**src/rtl/blit_pkg.sv**
```systemverilog
package blit_pkg;

  localparam int unsigned ELEM_BYTES = 2;

  typedef enum logic {
    ST_IDLE = 1'b0,
    ST_RUN  = 1'b1
  } walk_st_e;

endpackage

```
**src/rtl/blit_setup.sv**
```systemverilog
module blit_setup
  import blit_pkg::*;
#(
  parameter int AW      = 32,
  parameter int DW      = 12,
  parameter int BW      = 3,
  parameter int FB_COLS = 320,
  localparam int EW     = DW + BW
) (
  input  logic [AW-1:0] dst_base_i,
  input  logic [DW-1:0] width_i,
  input  logic [DW-1:0] height_i,
  input  logic [DW-1:0] pos_x_i,
  input  logic [DW-1:0] pos_y_i,
  input  logic [BW-1:0] bpp_i,
  output logic [AW-1:0] dst_start_o,
  output logic [AW-1:0] row_mod_o,
  output logic [EW-1:0] elems_o,
  output logic          odd_o,
  output logic          empty_o
);

  localparam logic [AW-1:0] COLS_A = AW'(FB_COLS);

  logic [EW-1:0] bytes_row;
  logic [AW-1:0] bpp_a;
  logic [AW-1:0] x_even;

  always_comb begin
    bytes_row   = EW'(width_i) * EW'(bpp_i);
    bpp_a       = AW'(bpp_i);
    x_even      = AW'(pos_x_i) & ~AW'(1);
    elems_o     = bytes_row >> 1;
    odd_o       = bytes_row[0];
    empty_o     = (bytes_row == '0) || (height_i == '0);
    dst_start_o = dst_base_i + x_even * bpp_a + AW'(pos_y_i) * COLS_A * bpp_a;
    row_mod_o   = COLS_A * bpp_a - AW'(bytes_row) + AW'(ELEM_BYTES);
  end

endmodule

```
**src/rtl/blit_walker.sv**
```systemverilog
module blit_walker
  import blit_pkg::*;
#(
  parameter int AW  = 32,
  parameter int DW  = 12,
  parameter int EW  = 15
) (
  input  logic          clk,
  input  logic          rst_n,
  input  logic          start_i,
  input  logic          odd_i,
  input  logic          empty_i,
  input  logic [AW-1:0] src_base_i,
  input  logic [AW-1:0] dst_start_i,
  input  logic [AW-1:0] row_mod_i,
  input  logic [EW-1:0] elems_i,
  input  logic [DW-1:0] height_i,
  input  logic          ready_i,
  output logic          valid_o,
  output logic [AW-1:0] src_o,
  output logic [AW-1:0] dst_o,
  output logic          last_o,
  output logic          busy_o,
  output logic          done_o,
  output logic          err_o
);

  walk_st_e      state_q, state_d;
  logic          done_q, done_d, err_q, err_d;
  logic [AW-1:0] src_q, src_d, dst_q, dst_d, rowmod_q, rowmod_d;
  logic [EW-1:0] col_q, col_d, elems_q, elems_d;
  logic [DW-1:0] row_q, row_d, rows_q, rows_d;
  logic          take, fire, row_end, last, data_en;

  always_comb begin
    take    = start_i && (state_q == ST_IDLE);
    fire    = (state_q == ST_RUN) && ready_i;
    row_end = (col_q == elems_q - EW'(1));
    last    = row_end && (row_q == rows_q - DW'(1));
    data_en = take || fire;
    state_d  = state_q;
    done_d   = 1'b0;
    err_d    = 1'b0;
    src_d    = src_q;
    dst_d    = dst_q;
    col_d    = col_q;
    row_d    = row_q;
    elems_d  = elems_q;
    rows_d   = rows_q;
    rowmod_d = rowmod_q;
    if (take) begin
      if (odd_i) begin
        err_d = 1'b1;
      end else if (empty_i) begin
        done_d = 1'b1;
      end else begin
        state_d  = ST_RUN;
        src_d    = src_base_i;
        dst_d    = dst_start_i;
        col_d    = '0;
        row_d    = '0;
        elems_d  = elems_i;
        rows_d   = height_i;
        rowmod_d = row_mod_i;
      end
    end else if (fire) begin
      src_d = src_q + AW'(ELEM_BYTES);
      if (last) begin
        state_d = ST_IDLE;
        done_d  = 1'b1;
      end else if (row_end) begin
        col_d = '0;
        row_d = row_q + DW'(1);
        dst_d = dst_q + rowmod_q;
      end else begin
        col_d = col_q + EW'(1);
        dst_d = dst_q + AW'(ELEM_BYTES);
      end
    end
  end

  always_ff @(posedge clk or negedge rst_n) begin
    if (!rst_n) begin
      state_q <= ST_IDLE;
      done_q  <= 1'b0;
      err_q   <= 1'b0;
    end else begin
      state_q <= state_d;
      done_q  <= done_d;
      err_q   <= err_d;
    end
  end

  always_ff @(posedge clk) begin
    if (data_en) begin
      src_q    <= src_d;
      dst_q    <= dst_d;
      col_q    <= col_d;
      row_q    <= row_d;
      elems_q  <= elems_d;
      rows_q   <= rows_d;
      rowmod_q <= rowmod_d;
    end
  end

  assign valid_o = (state_q == ST_RUN);
  assign busy_o  = (state_q == ST_RUN);
  assign src_o   = src_q;
  assign dst_o   = dst_q;
  assign last_o  = valid_o && last;
  assign done_o  = done_q;
  assign err_o   = err_q;

  AST_DONE_SINGLE: assert property (@(posedge clk) disable iff (!rst_n)
    done_q |=> !done_q);
  AST_DONE_IDLE: assert property (@(posedge clk) disable iff (!rst_n)
    done_q |-> !valid_o);
  AST_HOLD_STALL: assert property (@(posedge clk) disable iff (!rst_n)
    valid_o && !ready_i |=> valid_o && $stable(src_q) && $stable(dst_q));
  AST_SRC_STEP: assert property (@(posedge clk) disable iff (!rst_n)
    valid_o && ready_i && !last |=> src_q == $past(src_q) + AW'(ELEM_BYTES));
  AST_DST_IN_ROW: assert property (@(posedge clk) disable iff (!rst_n)
    valid_o && ready_i && !row_end |=> dst_q == $past(dst_q) + AW'(ELEM_BYTES));
  AST_DST_ROW_WRAP: assert property (@(posedge clk) disable iff (!rst_n)
    valid_o && ready_i && row_end && !last |=> dst_q == $past(dst_q) + $past(rowmod_q));
  AST_ERR_NO_RUN: assert property (@(posedge clk) disable iff (!rst_n)
    err_q |-> !valid_o && !busy_o);
  AST_BUSY_START_IGNORED: assert property (@(posedge clk) disable iff (!rst_n)
    valid_o && start_i && !(ready_i && last) |=> valid_o && !err_q && !done_q);

endmodule

```
**src/rtl/blit_addr_gen.sv**
```systemverilog
module blit_addr_gen
  import blit_pkg::*;
#(
  parameter int AW      = 32,
  parameter int DW      = 12,
  parameter int BW      = 3,
  parameter int FB_COLS = 320
) (
  input  logic          clk,
  input  logic          rst_n,
  input  logic          start_i,
  input  logic [AW-1:0] src_base_i,
  input  logic [AW-1:0] dst_base_i,
  input  logic [DW-1:0] width_i,
  input  logic [DW-1:0] height_i,
  input  logic [DW-1:0] pos_x_i,
  input  logic [DW-1:0] pos_y_i,
  input  logic [BW-1:0] bpp_i,
  output logic          pair_valid_o,
  input  logic          pair_ready_i,
  output logic [AW-1:0] src_addr_o,
  output logic [AW-1:0] dst_addr_o,
  output logic          pair_last_o,
  output logic          busy_o,
  output logic          done_o,
  output logic          err_o
);

  localparam int EW = DW + BW;

  logic          rst_meta_q, rst_sync_q;
  logic [AW-1:0] dst_start, row_mod;
  logic [EW-1:0] elems;
  logic          odd, empty;

  always_ff @(posedge clk or negedge rst_n) begin
    if (!rst_n) begin
      rst_meta_q <= 1'b0;
      rst_sync_q <= 1'b0;
    end else begin
      rst_meta_q <= 1'b1;
      rst_sync_q <= rst_meta_q;
    end
  end

  blit_setup #(
    .AW(AW), .DW(DW), .BW(BW), .FB_COLS(FB_COLS)
  ) u_setup (
    .dst_base_i (dst_base_i),
    .width_i    (width_i),
    .height_i   (height_i),
    .pos_x_i    (pos_x_i),
    .pos_y_i    (pos_y_i),
    .bpp_i      (bpp_i),
    .dst_start_o(dst_start),
    .row_mod_o  (row_mod),
    .elems_o    (elems),
    .odd_o      (odd),
    .empty_o    (empty)
  );

  blit_walker #(
    .AW(AW), .DW(DW), .EW(EW)
  ) u_walker (
    .clk        (clk),
    .rst_n      (rst_sync_q),
    .start_i    (start_i),
    .odd_i      (odd),
    .empty_i    (empty),
    .src_base_i (src_base_i),
    .dst_start_i(dst_start),
    .row_mod_i  (row_mod),
    .elems_i    (elems),
    .height_i   (height_i),
    .ready_i    (pair_ready_i),
    .valid_o    (pair_valid_o),
    .src_o      (src_addr_o),
    .dst_o      (dst_addr_o),
    .last_o     (pair_last_o),
    .busy_o     (busy_o),
    .done_o     (done_o),
    .err_o      (err_o)
  );

  AST_RESET_QUIET: assert property (@(posedge clk)
    !rst_sync_q |=> !pair_valid_o && !done_o && !err_o);

endmodule

```
**config.mk**
```make
export PLATFORM = sky130hd
export DESIGN_NAME = blit_addr_gen
export DESIGN_NICKNAME = d
export VERILOG_FILES = /design/src/rtl/blit_pkg.sv /design/src/rtl/blit_setup.sv /design/src/rtl/blit_walker.sv /design/src/rtl/blit_addr_gen.sv
export SDC_FILE = /design/constraint.sdc
export NUM_CORES = 1
export LEC_CHECK = 0
export ABC_AREA = 1
export BUFFER_PORTS_ARGS = -buffer_cell sky130_fd_sc_hd__buf_4
export CORE_ASPECT_RATIO = 1.5
export CORE_MARGIN = 2
export CORE_UTILIZATION = 50
export CTS_CLUSTER_DIAMETER = 100
export DETAILED_ROUTE_END_ITERATION = 10
export GPL_TIMING_DRIVEN = 0
export MAX_ROUTING_LAYER = met4
export PLACE_DENSITY = 0.7
export SETUP_SLACK_MARGIN = 0.5
export SLEW_MARGIN = 10
export SYNTH_ARGS = -nofsm -noshare
export SYNTH_HDL_FRONTEND = slang
export SYNTH_SLANG_ARGS = --single-unit
```
**constraint.sdc**
```tcl
create_clock -name clk -period 3.16 [get_ports clk]
set_input_delay 0.474 -clock clk [delete_from_list [all_inputs] [get_ports clk]]
set_output_delay 0.474 -clock clk [all_outputs]
set_load 0.05 [all_outputs]
```
==> flow_metrics.py, run 1 <==
metrics = {
    "finish": {
        "nNetsFinal": 3014,
        "fin_util_pct": 71.33,
        "antenna_cells": 0,
        "drive_gt1_share_pct": 29.98,
        "final_cell_mix": "565 x nand2_1, 300 x inv_1, 291 x buf_4",
        "area_growth_pct": 41.17,
        "nFillCells": 2530,
        "final_common_cell": "nand2_1",
    },
    "run_status": {
        "status": "complete, but fails checks",
        "violations": "negative setup slack",
    },
    "synth": {
        "seq_area_frac_synth_pct": 25.24,
        "yosys_warnings": 0,
        "synthTopCellsByArea": "edfxtp_1 24%, nand2_1 15%, ha_1 11%",
        "synthCells": 2323,
        "synth_top_area_cell": "edfxtp_1",
        "async_reset_ff_share_pct": 3.597,
        "synth_area_per_cell_um2": 7.076,
        "yosysUniqueCellTypes": 52,
        "ys_ff_latch": 139,
        "synth_top_area_share_pct": 24.48,
        "synth_area_um2": 16440,
        "synthFlopType": "edfxtp_1",
        "syn_nets": 2638,
        "synth_edf_count": 134,
    },
    "flow_run": {
        "drv_cap": 0,
    },
    "placed_design": {
        "dpl_worst_slack_ns": -2.714,
        "routabilityCongestion": 0.9661,
        "io_buffer_count": 186,
        "place_hpwl_um": 40040,
    },
    "cts": {
        "cts_buffers": 17,
        "cts_root_buffer": "clkbuf_16",
        "clk_pin_slew_ns": 0.07,
        "numClockSinks": 139,
        "cts_tree": "yes",
        "cts_htree_levels": 4,
        "clkLatencyLatePin_ns": 0.44,
        "clockBufferDepth": 2,
    },
    "floorplan": {
        "die_h_um": 226.1,
        "dieArea_um2": 34370,
        "io-pin-count": 188,
        "initial_utilization_pct": 50.52,
        "row_count": 81,
        "fp.coreArea_um2": 32530,
        "dieWidth_um": 152.0,
    },
    "setup_path": {
        "regToRegSetupSlack_ns": 0.08,
        "worstPathMaxFanout": 4,
        "endpoint_kind": "register",
        "reg2reg_from": "u_walker.dst_o[2]",
        "cp-start-kind": "primary input",
        "cp.arrival_ns": 5.49,
        "reg2reg_depth": 12,
        "slowest_stage": "fa_1",
        "critical_path_class": "in2reg",
        "required_ns": 3.35,
        "cpMostUsedCell": "ha_4",
        "timing.rr.end": "u_walker.dst_o[21]",
        "slowest_delay_ns": 0.51,
    },
    "timing": {
        "relSlewSlack_pct": 33.24,
        "post-route-period-util_pct": 167.5,
        "rsz0062_at_grt": "true",
        "clock_skew_ns": 0.008353,
        "worst_slew_pin_slew_ns": 1.001,
        "setup_slack_ns": -2.132,
        "hold_ws_ns": 0.04422,
        "max_freq_mhz": 189.0,
        "min_period_ns": 5.292,
        "slew_violations": 0,
        "finalSetupViolCount": 174,
        "hold_violations": 0,
    },
    "drt": {
        "drc": 0,
        "dr.pass1.iters": 9,
        "post_drt_wl_per_cell_um": 17.63,
        "vias": 17160,
        "final_antenna_net_count": 0,
        "initialDrtViolationCount": 1026,
        "detail_route.vias_per_cell": 5.489,
        "drt-total-wl_um": 55120,
    },
    "grt": {
        "grt_usage_pct": 31.41,
        "grt_max_degree": 23,
        "antenna_found_initial": 0,
        "grt_pass1_wl_um": 83550,
        "grt_pass1_vias": 17050,
        "overflow": 0,
    },
    "power": {
        "powerDensity_nw_per_um2": 768.1,
        "peakVddDrop_mv": 0.5981,
        "leakagePower_nw": 10.83,
    },
    "min_path": {
        "hold_class": "reg2async",
    },
}
==> metrics by stage <==
stage	total power [mW]	instance area (um^2)	instances	TNS [ns]
2_1_floorplan	9.535	17630	2323	-125.16
3_3_place_gp	11.49	19550	2924	-277.08
3_5_place_dp	11.60	19550	2924	-286.35
4_1_cts	15.81	22140	3072	-120.13
5_1_grt	18.87	23200	3127	-146.41
6_report	17.82	23200	3127	-133.06
==> flip-flops by register name (all words and copies together), names as in the netlist <==
signal and cells:
u_walker.busy_o 1, u_walker.col_q 15, u_walker.src_o 32, u_walker.rows_q 12, u_walker.done_o 1, u_walker.err_o 1
u_walker.rowmod_q 17, rst_sync_q 1, u_walker.elems_q 14, u_walker.row_q 12, rst_meta_q 1, u_walker.dst_o 32
==> cells by family (layout without fill, tap and decap cells) <==
| group | count (synthesis) | after routing | share of synthesized area [%] |
|---|---|---|---|
| compound gates | 325 | 325 | 10.93 |
| xor+xnor | 166 | 166 | 8.937 |
| fa+ha+maj | 196 | 196 | 17.07 |
| buf+inv | 386 | 769 | 8.975 |
| flops | 139 | 139 | 25.24 |
| other cells | 1 | 1 | 0.02281 |
| simple gates | 1110 | 1116 | 28.83 |
==> where the power goes <==
group / leakage (nW) / switching, mW / internal (mW)
combinational: 9.18 / 7.20 / 5.48
clock: 0.320 / 0.872 / 1.42
sequential: 1.33 / 0.393 / 2.46
==> layout make-up <==
cell class / instances / area, um^2 / area share (%)
inverters: 351 / 1344 / 5.791
plain buffers: 35 / 379.1 / 1.634
clock buffers: 18 / 429.2 / 1.849
clock inverters: 14 / 232.7 / 1.003
flip-flops and latches: 139 / 4149 / 17.88
repair buffers: 348 / 3008 / 12.96
repair inverters: 3 / 22.52 / 0.09706
multi-input cells: 1804 / 13120 / 56.55
well taps: 415 / 519.2 / 2.238
==> synth_stat cells (5+ instances only) <==
master / count
nand2_1: 635
nor3_1: 27
o2111ai_1: 5
clkbuf_1: 23
nor4_1: 11
a31oi_1: 10
a21boi_0: 6
nand3b_1: 13
a21oi_1: 128
a21o_1: 12
xnor2_1: 48
o21a_1: 11
o21bai_1: 9
o21ai_1: 22
nand3_1: 117
or2_2: 10
nand4_1: 37
nor2_1: 215
fa_1: 47
dfrtp_1: 5
xor2_1: 116
nor3b_1: 8
ha_1: 149
o21ai_0: 106
nand2_2: 5
o211ai_1: 7
edfxtp_1: 134
inv_1: 349
buf_2: 6
nor2_2: 11
==> worst max-delay path by stage <==
stage	start	end	slack, ns	depth (start not counted)
after floorplan	pos_y_i[1]	u_walker.dst_o[29]	-2.00	31
after global placement	pos_y_i[1]	u_walker.dst_o[29]	-2.67	30
after detailed placement	pos_y_i[1]	u_walker.dst_o[29]	-2.71	30
after CTS	pos_y_i[3]	u_walker.dst_o[29]	-1.90	32
after global routing	pos_y_i[3]	u_walker.dst_o[29]	-2.39	35
final	pos_y_i[3]	u_walker.dst_o[29]	-2.13	35
==> per-layer routing <==
layer,up-vias,GRT usage [%],part of all wire (%)
met5,-,-,0
met4,0,17.52,5.9
met1,8096,32.61,37
li1,8328,-,-
met3,161,2.917,4.2
met2,579,58.25,53
==> worst max-delay path, delay by kind of cell <==
family,cells,cell delay (ns)
buf+inv,6,0.45
fa+ha+maj,6,1.90
compound gates,8,0.92
xor+xnor,3,0.39
simple gates,12,1.34
==> what timing repair did <==
action,in CTS,in global routing
resized for setup,203,137
hold buffers,1,0
endpoints found under the setup margin,186,220
hold endpoints to repair,2,0
gates cloned,8,3
setup buffers,107,52
pin swaps,129,100
Power figures use the tool's default switching activity.
==> run 2: changes to the inputs <==
- CORE_ASPECT_RATIO: 1.5 -> 1.4
- CORE_UTILIZATION: 50 -> 65
- PLACE_DENSITY: 0.7 -> 0.87
==> run 2 against run 1 <==
  * The run now fails in 5_1_grt
  * Synthesized cell count unchanged
  * Synthesized area is the same
==> flow_metrics.py, run 2 <==
metrics = {
    "run_status": {
        "status": "aborted with a tool error",
        "lastStage": "5_1_grt",
        "error_line": "[ERROR GRT-0232] Routing congestion too high. Check the congestion heatmap in the GUI.",
    },
    "synth": {
        "synthCells": 2323,
        "synth_top_area_share_pct": 24.48,
        "yosys_warnings": 0,
        "synthTopCellsByArea": "edfxtp_1 24%, nand2_1 15%, ha_1 11%",
        "async_reset_ff_share_pct": 3.597,
        "synth_edf_count": 134,
        "syn_nets": 2638,
        "synth_most_common_cell": "nand2_1",
        "synthFlopType": "edfxtp_1",
        "ys_ff_latch": 139,
        "synth_area_per_cell_um2": 7.076,
        "yosysUniqueCellTypes": 52,
        "ys_top_cells_by_count": "635 x nand2_1, 349 x inv_1, 215 x nor2_1",
        "synth_top_area_cell": "edfxtp_1",
        "synth_area_um2": 16440,
        "seq_area_frac_synth_pct": 25.24,
    },
    "cts": {
        "cts_root_buffer": "clkbuf_16",
        "cts_htree_levels": 4,
        "cts_buffers": 17,
        "clockBufferDepth": 2,
        "numClockSinks": 139,
    },
    "placed_design": {
        "place_hpwl_um": 39960,
        "dpl_worst_slack_ns": -2.789,
        "io_buffer_count": 186,
        "dp_cells": 2824,
        "routabilityCongestion": 1.024,
    },
    "floorplan": {
        "row_count": 68,
        "initial_utilization_pct": 66.39,
        "die_h_um": 192.2,
        "io-pin-count": 188,
        "dieWidth_um": 138.4,
    },
    "grt": {
        "grt_max_degree": 23,
        "overflow": 407,
        "grt_usage_pct": 86.86,
    },
    "timing": {
        "worst-ep-kind": "sequential cell input",
        "worst_endpoint": "u_walker.dst_o[30]$_DFFE_PP_/D",
    },
}
## run 2: cell counts after synthesis
Identical to the previous run, type by type.
## run 2: cells by family after synthesis
kind of cell,count (synthesis),share of synthesized area [%]
AND/OR/NAND/NOR,1110,28.83
buffers and inverters,386,8.975
AO/OA/AOI/OAI,325,10.93
adder cells (fa/ha/maj),196,17.07
XOR/XNOR,166,8.937
flip-flops,139,25.24
other,1,0.02281
## run 2: layer usage
metal / overflow / track usage, %
met1: 19 / 81.27
met2: 250 / 102.3
met3: 25 / 71.20
met4: 113 / 93.37
met5: - / -
## run 2: repair_timing
action	in CTS
buffers inserted	63
pin swaps	114
hold endpoints to repair	2
gates resized for setup	191
setup endpoints to repair	193
gates cloned	8
hold buffers	1
## run 2: through the flow
step / util (%) / setup TNS [ns] / area (um^2)
2_1_floorplan: - / -125.16 / 17630
3_5_place_dp: 78.46 / -292.31 / 19420
4_1_cts: 86.54 / -92.36 / 21430
3_3_place_gp: 78.46 / -259.97 / 19420
==> run 3: changes to the inputs <==
- CORE_ASPECT_RATIO: 1.4 -> not set
- CORE_UTILIZATION: 65 -> 40
- CTS_CLUSTER_DIAMETER: 100 -> not set
- MAX_ROUTING_LAYER: met4 -> not set
- PLACE_DENSITY: 0.87 -> not set
- PLACE_DENSITY_LB_ADDON: not set -> 0.15
- SETUP_SLACK_MARGIN: 0.5 -> not set
==> run 3 against run 2 <==
  * The flow now finishes, with violations (negative setup slack)
==> flow_metrics.py, run 3 (synthesis results as in run 1) <==
metrics = {
    "drt": {
        "drc": 0,
        "dr.pass1.iters": 6,
        "initialDrtViolationCount": 935,
        "drt-total-wl_um": 54170,
        "post_drt_wl_per_cell_um": 16.91,
        "final_antenna_net_count": 0,
        "vias": 16510,
        "detail_route.vias_per_cell": 5.155,
    },
    "run_status": {
        "status": "complete, but fails checks",
        "violations": "negative setup slack",
    },
    "setup_path": {
        "cp-start-kind": "primary input",
        "endpoint_kind": "register",
        "cp.arrival_ns": 5.33,
        "worstPathMaxFanout": 5,
        "slowest_stage": "fa_1",
        "critical_path_class": "in2reg",
        "slowest_delay_ns": 0.49,
        "required_ns": 3.35,
        "cpMostUsedCell": "ha_4",
    },
    "floorplan": {
        "io-pin-count": 188,
        "dieArea_um2": 42730,
        "fp.coreArea_um2": 40740,
        "dieWidth_um": 206.7,
        "initial_utilization_pct": 40.35,
        "die_h_um": 206.7,
        "row_count": 74,
    },
    "power": {
        "p_switching_mw": 8.057,
        "powerDensity_nw_per_um2": 734.2,
        "peakVddDrop_mv": 0.5499,
        "seqPwrFrac_pct": 17.0,
        "comb_power_share_pct": 70.6,
        "intPower_mw": 8.792,
        "p_total_mw": 16.85,
        "leakagePower_nw": 10.56,
        "pwr-share-clk_pct": 12.4,
        "switching_share_pct": 47.82,
    },
    "timing": {
        "post-route-period-util_pct": 162.8,
        "hold_violations": 0,
        "min_period_ns": 5.143,
        "finalSetupViolCount": 174,
        "slew_violations": 0,
        "worst_slew_pin_slew_ns": 0.9955,
        "max_freq_mhz": 194.4,
        "clock_skew_ns": 0.01400,
        "rsz0062_at_grt": "true",
        "setup_slack_ns": -1.983,
        "relSlewSlack_pct": 33.63,
    },
    "finish": {
        "final_cell_mix": "547 x nand2_1, 295 x inv_1, 262 x buf_4",
        "final_common_cell": "nand2_1",
        "antenna_cells": 0,
        "final_cell_area_um2": 22950,
        "drive_gt1_share_pct": 30.14,
        "nNetsFinal": 2973,
        "fin_util_pct": 56.33,
        "area_growth_pct": 39.61,
    },
    "cts": {
        "clk_pin_slew_ns": 0.06,
        "cts_tree": "yes",
        "cts_htree_levels": 4,
        "cts_buffers": 17,
        "cts_root_buffer": "clkbuf_16",
        "clkLatencyLatePin_ns": 0.46,
        "clockBufferDepth": 2,
        "numClockSinks": 139,
    },
    "grt": {
        "grt_pass1_vias": 15880,
        "overflow": 0,
        "antenna_found_initial": 0,
        "grt_usage_pct": 24.63,
        "grt_pass1_wl_um": 81660,
        "grt_max_degree": 23,
    },
    "flow_run": {
        "drv_cap": 0,
    },
    "placed_design": {
        "place_area_um2": 19660,
        "place_hpwl_um": 40650,
        "io_buffer_count": 186,
        "routabilityCongestion": 0.9141,
    },
    "min_path": {
        "hold_class": "reg2async",
    },
}
==> run 3: final cells by class <==
| class | count | area (um^2) |
|---|---|---|
| Buffer | 35 | 361.6 |
| Clock buffer | 18 | 429.2 |
| Clock inverter | 14 | 168.9 |
| Fill cell | 3787 | 17790 |
| Inverter | 351 | 1349 |
| Multi-Input combinational cell | 1803 | 13210 |
| Sequential cell | 139 | 4149 |
| Tap cell | 532 | 665.6 |
| Timing Repair Buffer | 308 | 2587 |
| Timing Repair inverter | 3 | 22.52 |
==> run 3: metrics by stage <==
stage	setup TNS [ns]	setup slack, ns	hold WS (ns)	instances
CTS	-96.41	-1.962	0.04719	3145
global route	-133.77	-2.297	0.06276	3203
global placement	-303.17	-2.745	0.04048	3041
floorplan	-125.13	-2.004	0.02651	2323
detailed placement	-318.18	-2.797	0.03713	3041
finish	-114.45	-1.983	0.04695	3203
==> run 3: per-layer routing <==
metal,up-vias,track usage [%],wire (um)
met5,-,0,0
met4,0,8.181,1672
met3,106,2.763,2946
met2,522,43.44,26140
met1,7627,31.35,23400
li1,8257,-,-
==> run 3: power groups by stage <==
stage	sequential [mW]	clock (mW)	combinational, mW
after detailed placement	2.90	0	8.70
after global routing	2.89	2.19	12.9
after CTS	2.86	2.13	10.1
after floorplan	3.37	0	6.15
final	2.87	2.09	11.9
after global placement	2.89	0	8.64
==> run 3: final timing paths <==
path                       depth (start not counted)                 end  slack [ns]              start
min reg2reg                                        0     u_walker.busy_o        0.05         rst_sync_q
min                                                0     u_walker.busy_o        0.05         rst_sync_q
max reg2reg                                       12  u_walker.dst_o[21]        0.08  u_walker.dst_o[2]
max in group asynchronous                          2          rst_meta_q        2.72              rst_n
max                                               35  u_walker.dst_o[29]       -1.98         pos_y_i[5]
min in group clk                                   1  u_walker.rows_q[5]        0.21        height_i[5]
==> run 3: what timing repair did <==
action / CTS / global route
pin swaps: 99 / 116
hold endpoints to repair: 2 / 0
hold buffers: 1 / 0
endpoints found under the setup margin: 173 / 174
resized for setup: 175 / 219
setup buffers: 64 / 58
gates cloned: 7 / 1
==> run 3: worst max-delay path, delay by kind of cell <==
family / cells / cell delay [ns]
adder cells (fa/ha/maj): 6 / 1.83
AND/OR/NAND/NOR: 12 / 1.28
AO/OA/AOI/OAI: 8 / 0.99
buffers and inverters: 6 / 0.40
XOR/XNOR: 3 / 0.37
